--- src/rtl/swb_pkg.sv ---
package swb_pkg;
  localparam int unsigned SEG_DATA_W = 128;
  localparam int unsigned SEG_CHAN_W = 8;
  localparam int unsigned SEG_MTY_W  = 4;

  typedef struct packed {
    logic [SEG_DATA_W-1:0] data;
    logic [SEG_CHAN_W-1:0] chan;
    logic                  sop;
    logic                  eop;
    logic                  err;
    logic [SEG_MTY_W-1:0]  mty;
  } seg_t;
endpackage

--- src/rtl/swb_store.sv ---
module swb_store
  import swb_pkg::*;
#(
  parameter int unsigned DEPTH = 32,
  parameter int unsigned LVL_W = $clog2(DEPTH + 1)
) (
  input  logic             clk_i,
  input  logic             rst_ni,
  input  logic             push_i,
  input  seg_t             din_i,
  input  logic             rd_en_i,
  output seg_t             dout_o,
  output logic             valid_o,
  output logic [LVL_W-1:0] level_o
);
  localparam int unsigned PTR_W = (DEPTH > 1) ? $clog2(DEPTH) : 1;
  localparam logic [PTR_W-1:0] PTR_LAST = PTR_W'(DEPTH - 1);

  logic [PTR_W-1:0] wr_ptr_q, rd_ptr_q;
  logic [LVL_W-1:0] level_q;
  logic             pop;
  seg_t             mem [DEPTH];

  function automatic logic [PTR_W-1:0] ptr_inc(input logic [PTR_W-1:0] p);
    return (p == PTR_LAST) ? '0 : p + 1'b1;
  endfunction

  assign valid_o = (level_q != '0);
  assign pop     = rd_en_i && valid_o;
  assign level_o = level_q;
  assign dout_o  = mem[rd_ptr_q];

  for (genvar g = 0; g < DEPTH; g++) begin : g_entry
    always_ff @(posedge clk_i) begin
      if (push_i && (wr_ptr_q == PTR_W'(g))) mem[g] <= din_i;
    end
  end

  always_ff @(posedge clk_i or negedge rst_ni) begin
    if (!rst_ni) begin
      wr_ptr_q <= '0;
      rd_ptr_q <= '0;
      level_q  <= '0;
    end else begin
      if (push_i) wr_ptr_q <= ptr_inc(wr_ptr_q);
      if (pop)    rd_ptr_q <= ptr_inc(rd_ptr_q);
      unique case ({push_i, pop})
        2'b10:   level_q <= level_q + 1'b1;
        2'b01:   level_q <= level_q - 1'b1;
        default: level_q <= level_q;
      endcase
    end
  end

  // skid threshold must keep pushes off a full store
  p_no_full_push_r4: assert property (@(posedge clk_i) disable iff (!rst_ni)
    push_i |-> (level_q < LVL_W'(DEPTH)));

  p_level_hold_r9: assert property (@(posedge clk_i) disable iff (!rst_ni)
    (push_i && rd_en_i && valid_o) |=> $stable(level_q));

  p_empty_read_r8: assert property (@(posedge clk_i) disable iff (!rst_ni)
    (rd_en_i && !valid_o && !push_i) |=> (level_q == '0));
endmodule

--- src/rtl/swb_gate.sv ---
module swb_gate #(
  parameter int unsigned DEPTH = 32,
  parameter int unsigned SKID  = 8,
  parameter int unsigned LVL_W = $clog2(DEPTH + 1)
) (
  input  logic             clk_i,
  input  logic             rst_ni,
  input  logic             wr_en_i,
  input  logic [LVL_W-1:0] level_i,
  output logic             ready_o,
  output logic             push_o,
  output logic             ovf_o
);
  localparam int unsigned CNT_W  = $clog2(SKID + 1);
  localparam int unsigned THRESH = DEPTH - SKID;

  logic [CNT_W-1:0] skid_q;
  logic             ovf_q;
  logic             viol;

  assign ready_o = (level_i < LVL_W'(THRESH));
  assign viol    = wr_en_i && !ready_o && (skid_q == CNT_W'(SKID));
  assign push_o  = wr_en_i && !viol;
  assign ovf_o   = ovf_q;

  always_ff @(posedge clk_i or negedge rst_ni) begin
    if (!rst_ni) begin
      skid_q <= '0;
      ovf_q  <= 1'b0;
    end else begin
      if (ready_o)     skid_q <= '0;
      else if (push_o) skid_q <= skid_q + 1'b1;
      if (viol) ovf_q <= 1'b1;
    end
  end

  p_skid_bound_r4: assert property (@(posedge clk_i) disable iff (!rst_ni)
    skid_q <= CNT_W'(SKID));

  p_ovf_sticky_r6: assert property (@(posedge clk_i) disable iff (!rst_ni)
    ovf_q |=> ovf_q);

  p_ovf_cause_r5: assert property (@(posedge clk_i) disable iff (!rst_ni)
    $rose(ovf_q) |-> $past(wr_en_i && !ready_o));

  p_skid_renew_r7: assert property (@(posedge clk_i) disable iff (!rst_ni)
    ready_o |=> (skid_q <= CNT_W'(1)));
endmodule

--- src/rtl/swb_top.sv ---
module swb_top
  import swb_pkg::*;
#(
  parameter int unsigned DEPTH = 32,
  parameter int unsigned SKID  = 8
) (
  input  logic                  clk_i,
  input  logic                  rst_ni,
  input  logic                  wr_en_i,
  input  logic [SEG_DATA_W-1:0] wr_data_i,
  input  logic [SEG_CHAN_W-1:0] wr_chan_i,
  input  logic                  wr_sop_i,
  input  logic                  wr_eop_i,
  input  logic                  wr_err_i,
  input  logic [SEG_MTY_W-1:0]  wr_mty_i,
  output logic                  ready_o,
  output logic                  ovf_o,
  input  logic                  rd_en_i,
  output logic                  rd_valid_o,
  output logic [SEG_DATA_W-1:0] rd_data_o,
  output logic [SEG_CHAN_W-1:0] rd_chan_o,
  output logic                  rd_sop_o,
  output logic                  rd_eop_o,
  output logic                  rd_err_o,
  output logic [SEG_MTY_W-1:0]  rd_mty_o
);
  localparam int unsigned LVL_W = $clog2(DEPTH + 1);

  seg_t             wr_seg, rd_seg;
  logic             push;
  logic [LVL_W-1:0] level;

  assign wr_seg = '{data: wr_data_i, chan: wr_chan_i, sop: wr_sop_i,
                    eop: wr_eop_i, err: wr_err_i, mty: wr_mty_i};

  swb_gate #(.DEPTH(DEPTH), .SKID(SKID), .LVL_W(LVL_W)) u_gate (
    .clk_i   (clk_i),
    .rst_ni  (rst_ni),
    .wr_en_i (wr_en_i),
    .level_i (level),
    .ready_o (ready_o),
    .push_o  (push),
    .ovf_o   (ovf_o)
  );

  swb_store #(.DEPTH(DEPTH), .LVL_W(LVL_W)) u_store (
    .clk_i   (clk_i),
    .rst_ni  (rst_ni),
    .push_i  (push),
    .din_i   (wr_seg),
    .rd_en_i (rd_en_i),
    .dout_o  (rd_seg),
    .valid_o (rd_valid_o),
    .level_o (level)
  );

  assign rd_data_o = rd_seg.data;
  assign rd_chan_o = rd_seg.chan;
  assign rd_sop_o  = rd_seg.sop;
  assign rd_eop_o  = rd_seg.eop;
  assign rd_err_o  = rd_seg.err;
  assign rd_mty_o  = rd_seg.mty;

  p_no_push_idle_r10: assert property (@(posedge clk_i) disable iff (!rst_ni)
    !wr_en_i |-> !push);
endmodule

--- config.mk ---
export PLATFORM = sky130hd
export DESIGN_NAME = swb_top
export DESIGN_NICKNAME = d
export VERILOG_FILES = /design/src/rtl/swb_pkg.sv /design/src/rtl/swb_store.sv /design/src/rtl/swb_gate.sv /design/src/rtl/swb_top.sv
export SDC_FILE = /design/constraint.sdc
export NUM_CORES = 2
export LEC_CHECK = 0
export BUFFER_PORTS_ARGS = -buffer_cell sky130_fd_sc_hd__buf_2
export CAP_MARGIN = 15
export CORE_MARGIN = 10
export CORE_UTILIZATION = 56
export CTS_CLUSTER_SIZE = 20
export DETAILED_ROUTE_END_ITERATION = 10
export PLACE_DENSITY = 0.81
export SYNTH_ARGS = -nofsm -noshare
export SYNTH_HDL_FRONTEND = slang
export SYNTH_MEMORY_MAX_BITS = 65536
export SYNTH_SLANG_ARGS = --single-unit
--- constraint.sdc ---
create_clock -name clk_i -period 8.6 [get_ports clk_i]
set_clock_uncertainty 0.15 [all_clocks]
set_input_delay 0.86 -clock clk_i [delete_from_list [all_inputs] [get_ports clk_i]]
set_output_delay 0.86 -clock clk_i [all_outputs]
set_load 0.005 [all_outputs]
==> metrics.yaml <==
status:
  status: "complete, no violations"
worst_setup_path:
  cpLargestDelayFamily: "buffers and inverters"
  critPathMaxStageDelay_ns: 0.95
  path_cells: "buf_4 > buf_4 > mux2i_1 > a22oi_1 > nand4_1 > a211oi_1 > buf_2"
  r2r-start: "u_store.level_o[4]"
  r2r_slack_ns: 3.66
  crit_path_end_kind: "output port"
  path_buf_inv: 3
  crit_top_cell: "buf_4"
  r2r_cells: 7
  cp.required_ns: 7.59
  cp.arrival_ns: 5.36
  setup.worst_path.class: "register to output port"
  crit_cells: 7
  endpoint: "rd_eop_o"
  cpMaxStageDelayCell: "a211oi_1"
  critPathLaunchType: "register"
  worstPathMaxFanout: 53
  reg2reg_to: "u_store.mem[17][111]"
  startpoint: "u_store.rd_ptr_q[4]"
clock_tree:
  cts_root_buf: "clkbuf_16"
  htree_num_levels: 5
  cts_resized: 0
  cts_buffer_depth: 4
  clkSinkCount: 4597
  clk_pin_slew_ns: 0.06
  cts_tree: "done"
  postCtsSetupRepairBufs: 0
  postCtsHoldBufs: 2
  clk_latency_ns: 0.98
  cts_made_buffers: 435
route:
  firstDrtPassIters: 6
  wl_per_cell_um: 34.1
  vias_per_cell: 6.81
  wl_met3_um: 48100
  wl_met1_um: 159000
  ant_nets: 0
  drc: 0
  wirelength_um: 452000
  top_layer_used: "met5"
  drt_iter0_markers: 13100
  vias: 90300
  dr_wl_met2_um: 222000
floorplan:
  rows: 206
  core_area_um2: 315000
  dieArea_um2: 339000
  io_pins: 293
  start_util_pct: 56.2
  fp.dieH_um: 582
  die_x_um: 582
logic_synthesis:
  postSynthCellCount: 8277
  ys_seq_area_share_pct: 78.0
  synth_top_cell_by_area: "edfxtp_1"
  synthFlopType: "edfxtp_1"
  netlist_area_um2: 177000
  ys_ff_latch: 4597
  syn_avg_cell_area_um2: 21.4
  synthTopCellsByArea: "edfxtp_1 78%, mux4_2 8.4%, mux2i_1 5.1%"
  synth.distinct_cells: 57
  syn-num-nets: 8440
  async_reset_ff_share_pct: 0.457
  synth_top_area_share_pct: 77.7
  synth_edf_count: 4576
  yosysWarningCount: 0
placed_design:
  detailed_place_hpwl_um: 213000
  dpl.cell_count: 12400
  gp_congestion: 0.770
  port_buffers: 292
  placed_cell_area_um2: 183000
sta:
  tightest_slew_ns: 1.30
  setup_viol: 0
  timing_hold_violations_final: 0
  min_period_ns: 6.37
  rsz0062_at_grt: "no"
  max_freq_mhz: 157
  fin_crit_sh_pct: 74.1
  timing.setup.tns_ns: 0
  relSlewSlack_pct: 12.6
  drv_slew: 0
grt:
  grt_max_degree: 164
  antenna_found_initial: 70
  grt_overflow: 0
  first_global_vias: 91800
  grt_pass1_wl_um: 648000
  grt.total_usage_pct: 26.0
pwr:
  p_switching_mw: 17.9
  p_clk_share_pct: 31.0
  swShare_pct: 29.7
  power.internal_mw: 42.3
  ir_drop_mv: 0.322
  total_leakage_power_nw: 62.3
  power_density_nw_per_um2: 306
  seqPwrFrac_pct: 43.4
  comb_power_share_pct: 25.6
layout:
  fin_area_um2: 197000
  area_delta_synth_final_pct: 11.4
  finish.net_count: 8853
  final_cells: 13200
  drive_gt1_share_pct: 22.3
  final_common_cell: "edfxtp_1"
  final_cell_mix: "4576 x edfxtp_1, 900 x mux2i_1, 658 x mux4_2, 504 x a22oi_1, 441 x clkbuf_16"
run:
  drv_cap: 0
worst_hold_path:
  hold_class: "primary input to register"
registers in the layout (all words and copies together) (netlist names):
| signal | cells |
|---|---|
| u_store.level_o | 6 |
| u_store.wr_ptr_q | 5 |
| u_store.mem | 4576 |
| u_gate.ovf_o | 1 |
| u_gate.skid_q | 4 |
| u_store.rd_ptr_q | 5 |
cell usage after synthesis (all sizes together), types with 13 or more instances:
cell    number
edfxtp    4576
mux2i      900
mux4       658
a22oi      504
buf        299
clkbuf     182
mux2       162
o22ai      158
nand3      112
nand2b     110
nor2        94
nor4        76
nand4       73
o211ai      72
o2111a      54
o221ai      54
a211oi      38
nand2       29
dfrtp       21
ha          15
o21ai       13
layout make-up:
cell class                 instances  area [um^2]
inverter                          12         45.0
clock buffer                     537        11400
antenna                           36         90.1
tap                             4160         5200
clock inverter                   260         2340
fill                           19800       118000
timing repair buffer             457         3300
multi-input combinational       3187        36500
sequential                      4597       138000
per-stage QoR:
stage	utilization, %	power (mW)	hold WS [ns]	worst slack, ns
after floorplan	-	36.7	0.301	0.282
after global placement	58.1	41.4	0.291	3.20
after detailed placement	58.1	41.8	0.299	3.36
after CTS	62.5	60.4	0.158	2.28
after global routing	62.6	62.0	0.214	2.11
final	62.6	60.2	0.222	2.23
cells by family (layout without fill, tap and decap cells):
kind of cell	count (synthesis)	in the layout	share of synthesized area (%)
AO/OA/AOI/OAI	908	908	3.88
XOR/XNOR	5	5	0.0248
adder cells (fa/ha/maj)	16	16	0.117
buffers and inverters	493	1266	1.57
flip-flops	4597	4597	78.0
multiplexers	1720	1720	14.5
other	0	36	0
AND/OR/NAND/NOR	538	538	1.89
worst min-delay path by stage:
stage | from | end | slack (ns) | cells after the start
finish | wr_data_i[93] | u_store.mem[6][108] | 0.22 | 1
global route | wr_data_i[59] | u_store.mem[31][74] | 0.21 | 1
CTS | wr_data_i[59] | u_store.mem[31][74] | 0.16 | 1
detailed placement | u_gate.ovf_o | u_gate.ovf_o | 0.30 | 1
global placement | u_gate.ovf_o | u_gate.ovf_o | 0.29 | 1
floorplan | u_gate.ovf_o | u_gate.ovf_o | 0.30 | 1
power by group through the flow:
stage | registers, mW | logic (mW) | clock network [mW]
CTS | 26.1 | 15.5 | 18.8
floorplan | 26.5 | 10.1 | 0
finish | 26.1 | 15.4 | 18.6
global placement | 26.5 | 15.0 | 0
detailed placement | 26.5 | 15.3 | 0
global route | 26.1 | 16.2 | 19.6
routing by layer:
metal / track usage [%] / vias up
li1: - / 35800
met1: 34.2 / 46900
met2: 42.3 / 6409
met3: 4.87 / 1135
met4: 12.4 / 38
met5: 0 / -
(Power assumes the default switching activity.)
